## src/rtl/cbs_pkg.sv

```systemverilog
package cbs_pkg;
  typedef enum logic [2:0] {
    ST_IDLE     = 3'b000,
    ST_IND_ADDR = 3'b001,
    ST_IRQ_VEC  = 3'b010,
    ST_RD_DATA  = 3'b011,
    ST_ADDR     = 3'b100,
    ST_WR_DATA  = 3'b101,
    ST_WR_STALL = 3'b110,
    ST_IRQ_ACK  = 3'b111
  } bus_st_e;

  function automatic logic is_addr_code(logic [2:0] c);
    return (c == ST_ADDR) || (c == ST_IND_ADDR) || (c == ST_IRQ_ACK);
  endfunction
endpackage

```

## src/rtl/cbs_ctl_filter.sv

```systemverilog
module cbs_ctl_filter
  import cbs_pkg::*;
#(
  parameter int DW       = 16,
  parameter int FILT_LEN = 4
) (
  input  logic          clk_i,
  input  logic          rst_ni,
  input  logic [2:0]    code_i,
  input  logic [DW-1:0] bus_i,
  output logic [2:0]    code_s_o,
  output logic [DW-1:0] bus_s_o,
  output bus_st_e       state_o
);
  localparam int CW = $clog2(FILT_LEN + 1);

  logic [2:0]    code_m, code_s, cand_q;
  logic [DW-1:0] bus_m, bus_s;
  logic [CW-1:0] cnt_q;
  bus_st_e       state_q;

  always_ff @(posedge clk_i or negedge rst_ni) begin
    if (!rst_ni) begin
      code_m  <= '0;
      code_s  <= '0;
      bus_m   <= '0;
      bus_s   <= '0;
      cand_q  <= '0;
      cnt_q   <= '0;
      state_q <= ST_IDLE;
    end else begin
      code_m <= code_i;
      code_s <= code_m;
      bus_m  <= bus_i;
      bus_s  <= bus_m;
      if (code_s != cand_q) begin
        cand_q <= code_s;
        cnt_q  <= CW'(1);
      end else if (cnt_q < CW'(FILT_LEN)) begin
        cnt_q <= cnt_q + CW'(1);
      end
      // accept on the FILT_LEN-th consecutive equal sample
      if (code_s == cand_q && cnt_q == CW'(FILT_LEN - 1))
        state_q <= bus_st_e'(cand_q);
    end
  end

  assign code_s_o = code_s;
  assign bus_s_o  = bus_s;
  assign state_o  = state_q;
endmodule

```

## src/rtl/cbs_addr_latch.sv

```systemverilog
module cbs_addr_latch
  import cbs_pkg::*;
#(
  parameter int DW = 16
) (
  input  logic          clk_i,
  input  logic          rst_ni,
  input  logic [2:0]    code_s_i,
  input  logic [DW-1:0] bus_s_i,
  input  bus_st_e       state_i,
  output logic [DW-1:0] addr_o
);
  logic [DW-1:0] shadow_q, addr_q;
  bus_st_e       prev_q;

  // shadow follows the raw code so it still holds phase data after the filter lag
  always_ff @(posedge clk_i or negedge rst_ni) begin
    if (!rst_ni) begin
      shadow_q <= '0;
      addr_q   <= '0;
      prev_q   <= ST_IDLE;
    end else begin
      prev_q <= state_i;
      if (is_addr_code(code_s_i)) shadow_q <= bus_s_i;
      if (is_addr_code(prev_q) && !is_addr_code(state_i)) addr_q <= shadow_q;
    end
  end

  assign addr_o = addr_q;
endmodule

```

## src/rtl/cbs_ram.sv

```systemverilog
module cbs_ram #(
  parameter int DW    = 16,
  parameter int WORDS = 256,
  localparam int AW   = $clog2(WORDS)
) (
  input  logic          clk_i,
  input  logic          we_i,
  input  logic [AW-1:0] idx_i,
  input  logic [DW-1:0] wdata_i,
  output logic [DW-1:0] rdata_o
);
  logic [DW-1:0] mem_q [WORDS];

  always_ff @(posedge clk_i) begin
    if (we_i) mem_q[idx_i] <= wdata_i;
  end

  assign rdata_o = mem_q[idx_i];
endmodule

```

## src/rtl/cart_bus_slave.sv

```systemverilog
module cart_bus_slave
  import cbs_pkg::*;
#(
  parameter int DW        = 16,
  parameter int FILT_LEN  = 4,
  parameter int ROM_BASE  = 'h1000,
  parameter int ROM_WORDS = 'h1000,
  parameter bit RAM_EN    = 1'b1,
  parameter int RAM_BASE  = 'h8000,
  parameter int RAM_WORDS = 256
) (
  input  logic          clk_i,
  input  logic          rst_ni,
  input  logic [2:0]    bctl_i,
  input  logic [DW-1:0] bus_i,
  output logic [DW-1:0] bus_o,
  output logic          bus_oe_o,
  output logic [DW-1:0] addr_o,
  input  logic [DW-1:0] rom_data_i,
  output logic          rom_ce_o,
  output logic          ram_ce_o,
  output logic          rd_o,
  output logic          wr_o
);
  localparam int RAM_AW   = $clog2(RAM_WORDS);
  localparam int ROM_HI_I = ROM_BASE + ROM_WORDS;
  localparam int RAM_HI_I = RAM_BASE + RAM_WORDS;
  localparam logic [DW:0] ROM_LO = ROM_BASE[DW:0];
  localparam logic [DW:0] ROM_HI = ROM_HI_I[DW:0];
  localparam logic [DW:0] RAM_LO = RAM_BASE[DW:0];
  localparam logic [DW:0] RAM_HI = RAM_HI_I[DW:0];

  logic [2:0]    code_s;
  logic [DW-1:0] bus_s, addr_q, ram_rdata;
  bus_st_e       st, prev_st;
  logic          rom_hit, ram_hit, in_rd, in_wr, wr_pulse;

  cbs_ctl_filter #(.DW(DW), .FILT_LEN(FILT_LEN)) u_filt (
    .clk_i, .rst_ni, .code_i(bctl_i), .bus_i,
    .code_s_o(code_s), .bus_s_o(bus_s), .state_o(st)
  );

  cbs_addr_latch #(.DW(DW)) u_alat (
    .clk_i, .rst_ni, .code_s_i(code_s), .bus_s_i(bus_s),
    .state_i(st), .addr_o(addr_q)
  );

  always_ff @(posedge clk_i or negedge rst_ni) begin
    if (!rst_ni) prev_st <= ST_IDLE;
    else         prev_st <= st;
  end

  assign rom_hit = ({1'b0, addr_q} >= ROM_LO) && ({1'b0, addr_q} < ROM_HI);
  assign in_rd   = (st == ST_RD_DATA);
  assign in_wr   = (st == ST_WR_DATA);

  generate
    if (RAM_EN) begin : g_ram
      logic [RAM_AW-1:0] ram_idx;
      assign ram_hit = ({1'b0, addr_q} >= RAM_LO) && ({1'b0, addr_q} < RAM_HI);
      assign ram_idx = addr_q[RAM_AW-1:0] - RAM_LO[RAM_AW-1:0];
      cbs_ram #(.DW(DW), .WORDS(RAM_WORDS)) u_ram (
        .clk_i, .we_i(wr_pulse), .idx_i(ram_idx),
        .wdata_i(bus_s), .rdata_o(ram_rdata)
      );
    end else begin : g_no_ram
      assign ram_hit   = 1'b0;
      assign ram_rdata = '0;
    end
  endgenerate

  // single write on entry to write-data; the stall state carries nothing new
  assign wr_pulse = in_wr && (prev_st != ST_WR_DATA) && ram_hit;

  assign rom_ce_o = rom_hit && in_rd;
  assign ram_ce_o = ram_hit && (in_rd || in_wr);
  assign rd_o     = in_rd && (rom_hit || ram_hit);
  assign bus_oe_o = rd_o;
  assign bus_o    = !bus_oe_o ? '0 : (rom_hit ? rom_data_i : ram_rdata);
  assign wr_o     = wr_pulse;
  assign addr_o   = addr_q;
endmodule

```

## config.mk

```make
export PLATFORM = sky130hd
export DESIGN_NAME = cart_bus_slave
export DESIGN_NICKNAME = d
export VERILOG_FILES = /design/src/rtl/cbs_pkg.sv /design/src/rtl/cbs_ctl_filter.sv /design/src/rtl/cbs_addr_latch.sv /design/src/rtl/cbs_ram.sv /design/src/rtl/cart_bus_slave.sv
export SDC_FILE = /design/constraint.sdc
export NUM_CORES = 2
export LEC_CHECK = 0
export ABC_CLOCK_PERIOD_IN_PS = 5500
export BUFFER_PORTS_ARGS = -buffer_cell sky130_fd_sc_hd__buf_4
export CORE_ASPECT_RATIO = 1.25
export CORE_MARGIN = 5
export CORE_UTILIZATION = 48
export CTS_BUF_LIST = sky130_fd_sc_hd__clkbuf_8
export DETAILED_ROUTE_END_ITERATION = 16
export SLEW_MARGIN = 20
export SYNTH_ARGS = -nofsm -noshare
export SYNTH_HDL_FRONTEND = slang
export SYNTH_SLANG_ARGS = --single-unit
```

## constraint.sdc

```tcl
create_clock -name clk_i -period 5.5 [get_ports clk_i]
set_input_delay 1.65 -clock clk_i [delete_from_list [all_inputs] [get_ports clk_i]]
set_output_delay 1.65 -clock clk_i [all_outputs]
set_load 0.05 [all_outputs]
```

== Yosys cells after proc, flatten, opt, wreduce, memory -nomap -nowiden ==
Memories as Yosys holds them, arrays and structs flattened.
Index checks and enable logic that the tools add are counted.

* Equal/unequal tests: 15
* Reduce and logical (&&, ||, !) cells: 19
* Magnitude comparators: 5
* Add/sub/neg operators: 1
* Mux-type cells: 6

{| class="wikitable"
|+ Operator list
! kind !! number
|-
| 16-bit 2-to-1 mux || 2
|-
| 3-bit equality test, second input constant || 7
|-
| 16-bit by 13-bit >= comparator with 1-bit output, second input constant || 1
|-
| 16-bit >= comparator, second input constant || 1
|-
| 16-bit by 14-bit less-than comparator with 1-bit output, second input constant || 1
|-
| 16-bit less-than comparator, second input constant || 1
|-
| 3-bit by 1-bit equality test with 1-bit output, second input constant || 3
|-
| 1-bit logical AND || 9
|-
| 1-bit logical OR || 8
|-
| 3-bit by 2-bit equality test with 1-bit output, second input constant || 2
|-
| 3-bit 2-to-1 mux || 2
|-
| 3-bit by 1-bit adder with 3-bit output, second input constant || 1
|-
| 3-bit equality test || 1
|-
| 3-bit less-than comparator, second input constant || 1
|-
| 3-bit inequality test || 1
|-
| 3-bit inequality test, second input constant || 1
|-
| 1-bit 2-to-1 mux || 2
|-
| 2-bit nonzero test || 1
|-
| 1-bit logical NOT || 1
|}

* Output and inout bits: 37
* Bits in registers: 82
* Memories kept: 1
* RAM bits: 4,096

{| class="wikitable"
|+ Memories
! memory !! depth !! bits a word !! rd ports !! clocked after Yosys merged registers in !! write ports !! line !! text
|-
| g_ram.u_ram.mem_q || 256 || 16 || 1 || 0 || 1 || cbs_ram.sv:12 || <nowiki>logic [DW-1:0] mem_q [WORDS];</nowiki>
|}

== Depth between registers and ports, before layout ==
* Word-level depth: 5
* Depth in mapped cells: 13

== Modules after synthesis ==
A second synthesis with hierarchy kept.

* Cells, all modules: 6,911
* Area, all modules: 158,249.3 µm²

{| class="wikitable"
|+ By module, submodules not included
! module !! seq. area each (µm²) !! instances !! area an instance (µm²) !! cells an instance
|-
| cbs_ram || 122,998.0 || 1 || 155,078.7 || 6,711
|-
| cbs_addr_latch || 875.8 || 1 || 1,400.1 || 81
|-
| cbs_ctl_filter || 1,176.1 || 1 || 1,321.3 || 66
|-
| cart_bus_slave || 75.1 || 1 || 449.2 || 53
|}

== Worst setup path before layout ==
Ideal clock, no wire load.

* Path type: reg2out
* Start: reg u_alat.addr_q[14] (netlist: u_alat.addr_o[14])
* End: out bus_o[10]
* Path slack: -0.177 ns
* Arrival: 4.027 ns
* Path buffers: 1
* Cell stages (with the launch flop): 8
* Cell sequence: dfrtp_1 -> nor2_1 -> nand3b_1 -> nor3_1 -> o21bai_1 -> clkbuf_1 -> o21ai_0 -> a31oi_1

* Longest elaborated chain between the ends: 5
* Elaborated cells on any way between the ends: 10
* Classes of those cells: order compare: 4; mux: 2; reduce/logical: 4

{| class="wikitable"
|+ RTL lines
! element !! line !! text
|-
| start: declaration || cbs_addr_latch.sv:13 || <nowiki>logic [DW-1:0] shadow_q, addr_q;</nowiki>
|-
| start signal: assignment || cbs_addr_latch.sv:25 || <nowiki>if (is_addr_code(prev_q) && !is_addr_code(state_i)) addr_q <= shadow_q;</nowiki>
|-
| 16-bit by 13-bit >= comparator with 1-bit output, or another cell as far along || cart_bus_slave.sv:53 || <nowiki>assign rom_hit = ({1'b0, addr_q} >= ROM_LO) && ({1'b0, addr_q} < ROM_HI);</nowiki>
|-
| 1-bit logical AND (on tied branches) || cart_bus_slave.sv:53, cart_bus_slave.sv:60 ||
|-
| 1-bit logical OR (*) || cart_bus_slave.sv:77 || <nowiki>assign rd_o = in_rd && (rom_hit || ram_hit);</nowiki>
|-
| 1-bit logical AND (*) || cart_bus_slave.sv:77 ||
|-
| net bus_oe_o || cart_bus_slave.sv:17 || <nowiki>output logic bus_oe_o,</nowiki>
|-
| 16-bit 2-to-1 mux (*) || cart_bus_slave.sv:79 || <nowiki>assign bus_o = !bus_oe_o ? '0 : (rom_hit ? rom_data_i : ram_rdata);</nowiki>
|-
| end: declaration || cart_bus_slave.sv:16 || <nowiki>output logic [DW-1:0] bus_o,</nowiki>
|}

The timed path passes the listed nets; every way through them passes the cells marked *.

== Worst setup path in the final report ==
* Start: reg u_alat.addr_q[1] (netlist: u_alat.addr_o[1])
* End: out bus_o[5]

* Longest elaborated chain between the ends: 5
* Elaborated cells on any way between the ends: 11
* Classes of those cells: order compare: 4; mux: 2; reduce/logical: 4; memory: 1

{| class="wikitable"
|+ RTL lines
! element !! line
|-
| branches (longest 4 deep; another with memory 256 x 16 bit) || --
|-
| 16-bit 2-to-1 mux (*) || cart_bus_slave.sv:79
|}

Every way passes the cells marked *.

==> qor_table.md <==
| Parameter | Reported |
|---|---|
| Setup repair after global routing missed its margin | true |
| Sum of net half-perimeters after detailed placement | 279 mm |
| Avg Synthesized Cell Area | 22.2 µm² |
| First-pass GRT wire length | 649 mm |
| Cells after Synth | 7242 |
| Count of state elements after synthesis | 4178 |
| Data arrival, critical path | 4.43 ns |
| Final net count | 8470 |
| Syn_nets | 7281 |
| PnR worst setup slack | -0.585 ns |
| Worst Max-Slew Pin Slew | 1.43 ns |
| Floorplan row count | 237 |
| First-pass DRT Iterations | 7 |
| TritonCTS clock tree | built |
| Initial Util | 48.2% |
| Share of the yosys chip area belonging to registers | 77.9% |
| Initial antenna violation count | 14 |
| CTS H-Tree Depth | 6 |
| Instance area after placement | 171000 µm² |
| Finished Core Util | 56.4% |
| Clock sink total | 4178 |
| Met1 track demand over resource | 34.4% |
| 1st-iter DRT viols | 9741 |
| Hold Crit Class | reg -> reg |
| Final period utilization | 111% |
| Predominant post-synthesis flop cell | sky130_fd_sc_hd__edfxtp_1 |
| Top cell type's share of synthesized area | 76.6% |
| Number of antenna-violating nets in the routed design | 0 |
| Hold-fix buffers at CTS | 0 |
| GRT met3 Usage | 4.93% |
| Leakage Power | 60.8 nW |
| Yosys warns | 0 |
| GR met2 Demand/Resource | 43.8% |
| Total vias in the final route | 82300 |
| DRC violation count after routing | 0 |
| Count of input and output buffers | 73 |
| Post-synth EDFFs | 4096 |
| Number of library cell types mapped by synthesis | 74 |
| Slowest Stage Delay on Critical Path | 0.72 ns |
| Maximum buffer depth of the clock tree | 4 |
| Clock transition at the registers of the reported paths | 0.06 ns |
| Fmax achieved | 164 MHz |
| GRT Overall Usage | 26.5% |
| Violations in the final reports | setup timing |
| Pwr dens | 480 nW/µm² |
| Most used routing layer | met2 |
| Dominant cell by count in the synthesized netlist | sky130_fd_sc_hd__edfxtp_1 |
| Post-DR vias/cell | 6.16 |
| Category of the worst setup path capture point | output pin |
| Routability cong. | 0.891 |
| Run status | finished, violations left |
| Most common cell type on the critical path | sky130_fd_sc_hd__buf_12 |
| Vias in the first global route | 83900 |
| Library cell with the largest summed area after synthesis | sky130_fd_sc_hd__edfxtp_1 |
| Top-level port count | 74 |
| Max transition margin | 4.36% |
| Clk Tree Root Cell | sky130_fd_sc_hd__clkbuf_8 |
| Final count of hold timing violations | 0 |
| Wirelength, routed | 464 mm |
| Post-placement setup slack | -0.368 ns |
| Area of the die | 346000 µm² |
| Critical setup path kind | reg -> out |
| Worst vdd ir | 250 µV |
| Cell-by-cell trace of the critical path | buf_6 -> buf_16 -> buf_12 -> buf_16 -> buf_6 -> mux4_2 -> mux2i_2 -> a22oi_2 -> nand2_2 -> o211ai_1 -> a31o_1 -> buf_12 -> buf_12 |
| Setup Skew | 0.0924 ns |
| Share of async-settable or async-resettable flops after synthesis | 1.96% |
| Die Wd | 527 µm |
| Ratio of cells with drive above 1 in the final layout | 36.1% |
| Post-route setup TNS | -6.46 ns |
| Max-cap violations | 0 |
| Required time of the worst setup path | 3.85 ns |
| Maximum net fanout on the critical path | 6 |
| Synth top cells by count | 4096 x sky130_fd_sc_hd__edfxtp_1, 961 x sky130_fd_sc_hd__mux4_2, 298 x sky130_fd_sc_hd__nor2_1 |
| Setup crit start kind | flop |
| Signed area change from the synthesized netlist to the final layout | 17.0% |
| Total count of max-transition violations in the final report | 0 |
| Post-route minimum period | 6.08 ns |
| Final setup violation count | 16 |
| Pin count of the biggest net entering global routing | 181 |
| Die Span Y | 657 µm |
| Cell area after layout | 188000 µm² |
| Insertion delay to the later sink of the worst-skew pair | 1.13 ns |
| Average routed wire per standard cell | 34.7 µm |
| Largest cells by area after synthesis | sky130_fd_sc_hd__edfxtp_1 77%, sky130_fd_sc_hd__mux4_2 13%, sky130_fd_sc_hd__mux2i_1 1.8%, sky130_fd_sc_hd__dfrtp_1 1.3%, sky130_fd_sc_hd__mux2_2 0.83% |
| CORE AREA | 333000 µm² |
| Netlist Area Pre-Place | 161000 µm² |
| Clock buffers created by TritonCTS | 638 |
| Slowest stage cell, crit path | sky130_fd_sc_hd__o211ai_1 |
| Final global-route overflow total | 0 |
==> sequential cells by signal, summed over array words and instances, names as in the netlist <==
name and count:
u_filt.bus_s_o 16, u_alat.shadow_q 16, u_filt.bus_m 16, u_alat.addr_o 16, u_filt.cnt_q 3, u_alat.prev_q 3, u_filt.cand_q 3, u_filt.code_m 3
u_filt.code_s_o 3, g_ram.u_ram.mem_q 4096, u_filt.state_o 3
==> worst max-delay path: cells and delay by family, from the launching register on <==
family	cells	cell delay, ns
AO/OA/AOI/OAI	3	1.26
buffers and inverters	7	1.01
flip-flops	1	0.49
multiplexers	2	0.44
AND/OR/NAND/NOR	1	0.13
==> routing by layer <==
metal / vias to the layer above / wire (µm)
li1: 33100 / -
met1: 44000 / 170000
met2: 4179 / 231000
met3: 938 / 38600
met4: 2 / 24000
met5: - / 13
==> path summary, 6_finish.rpt <==
path	startpoint	endpoint	cells past startpoint	slack (ns)
worst min register to register	u_filt.bus_m[4]$_DFF_PN0_	u_filt.bus_s_o[4]$_DFF_PN0_	0	0.35
worst max register to register	u_alat.addr_o[3]$_DFFE_PN0P_	g_ram.u_ram.mem_q[52][11]$_DFFE_PP_	8	1.06
min in group asynchronous	rst_ni	u_filt.bus_m[13]$_DFF_PN0_	1	0.67
max in group asynchronous	rst_ni	u_filt.bus_s_o[1]$_DFF_PN0_	2	3.75
worst min-delay path	u_filt.bus_m[4]$_DFF_PN0_	u_filt.bus_s_o[4]$_DFF_PN0_	0	0.35
worst max-delay path	u_alat.addr_o[1]$_DFFE_PN0P_	bus_o[5]	13	-0.58
==> area by class of cell <==
class	count	area, µm²
antenna	18	45.0
clock buffer	658	9060
clock inverter	470	2270
fill	24700	145000
inverter	8	42.5
multi-input combinational	2643	35500
sequential	4178	125000
tap	4421	5530
timing repair buffer	962	10400
==> logic make-up after synthesis <==
logic type	Yosys count	share of synthesized area, %
simple gates	627	1.70
fa+ha+maj	2	0.0156
xor+xnor	6	0.0327
buf+inv	421	1.58
compound gates	630	2.57
flops	4178	77.9
mux	1378	16.2
==> report_power, final <==
| part | leakage [nW] | internal (mW) | total, mW | switching [mW] |
|---|---|---|---|---|
| sequential | 37.7 | 35.1 | 35.4 | 0.331 |
| combinational | 16.5 | 14.1 | 31.3 | 17.3 |
| clock | 6.52 | 11.5 | 23.4 | 12.0 |
| total | 60.8 | 60.6 | 90.2 | 29.6 |
==> stage by stage <==
step / hold slack, ns / cells / power, mW
floorplan: 0.331 / 7242 / 51.7
global placement: 0.334 / 12000 / 61.9
detailed placement: 0.335 / 12000 / 62.0
CTS: 0.341 / 13300 / 89.2
global route: 0.352 / 13300 / 93.0
finish: 0.346 / 13400 / 90.2
==> repair_timing <==
item                       CTS  global route
pin swaps                   39            52
cloned                      38             5
setup endpoints to repair   16            16
gates resized for setup    406           184
buffers inserted            79            79
==> cells in the final DEF, fill, tap and decap left out, types with 14 or more instances in the layout <==
master / n
sky130_fd_sc_hd__a211oi_2: 14
sky130_fd_sc_hd__a21oi_1: 85
sky130_fd_sc_hd__a21oi_2: 18
sky130_fd_sc_hd__a22oi_1: 44
sky130_fd_sc_hd__a31oi_1: 38
sky130_fd_sc_hd__buf_12: 91
sky130_fd_sc_hd__buf_16: 53
sky130_fd_sc_hd__buf_4: 718
sky130_fd_sc_hd__buf_6: 58
sky130_fd_sc_hd__buf_8: 16
sky130_fd_sc_hd__bufbuf_16: 21
sky130_fd_sc_hd__clkbuf_8: 658
sky130_fd_sc_hd__clkinv_1: 166
sky130_fd_sc_hd__clkinv_2: 64
sky130_fd_sc_hd__clkinvlp_4: 14
sky130_fd_sc_hd__dfrtp_1: 58
sky130_fd_sc_hd__dfrtp_4: 22
sky130_fd_sc_hd__diode_2: 18
sky130_fd_sc_hd__edfxtp_1: 4096
sky130_fd_sc_hd__inv_1: 199
sky130_fd_sc_hd__mux2_2: 107
sky130_fd_sc_hd__mux2i_1: 248
sky130_fd_sc_hd__mux2i_2: 29
sky130_fd_sc_hd__mux2i_4: 15
sky130_fd_sc_hd__mux4_2: 963
sky130_fd_sc_hd__nand2_1: 131
sky130_fd_sc_hd__nand2_2: 30
sky130_fd_sc_hd__nand3_1: 41
sky130_fd_sc_hd__nor2_1: 228
sky130_fd_sc_hd__nor2_2: 59
sky130_fd_sc_hd__nor2b_1: 29
sky130_fd_sc_hd__o21ai_0: 103
sky130_fd_sc_hd__o221ai_2: 14
sky130_fd_sc_hd__o22a_1: 22
sky130_fd_sc_hd__o22ai_1: 68
sky130_fd_sc_hd__o22ai_2: 24
(Power assumes the default switching activity.)
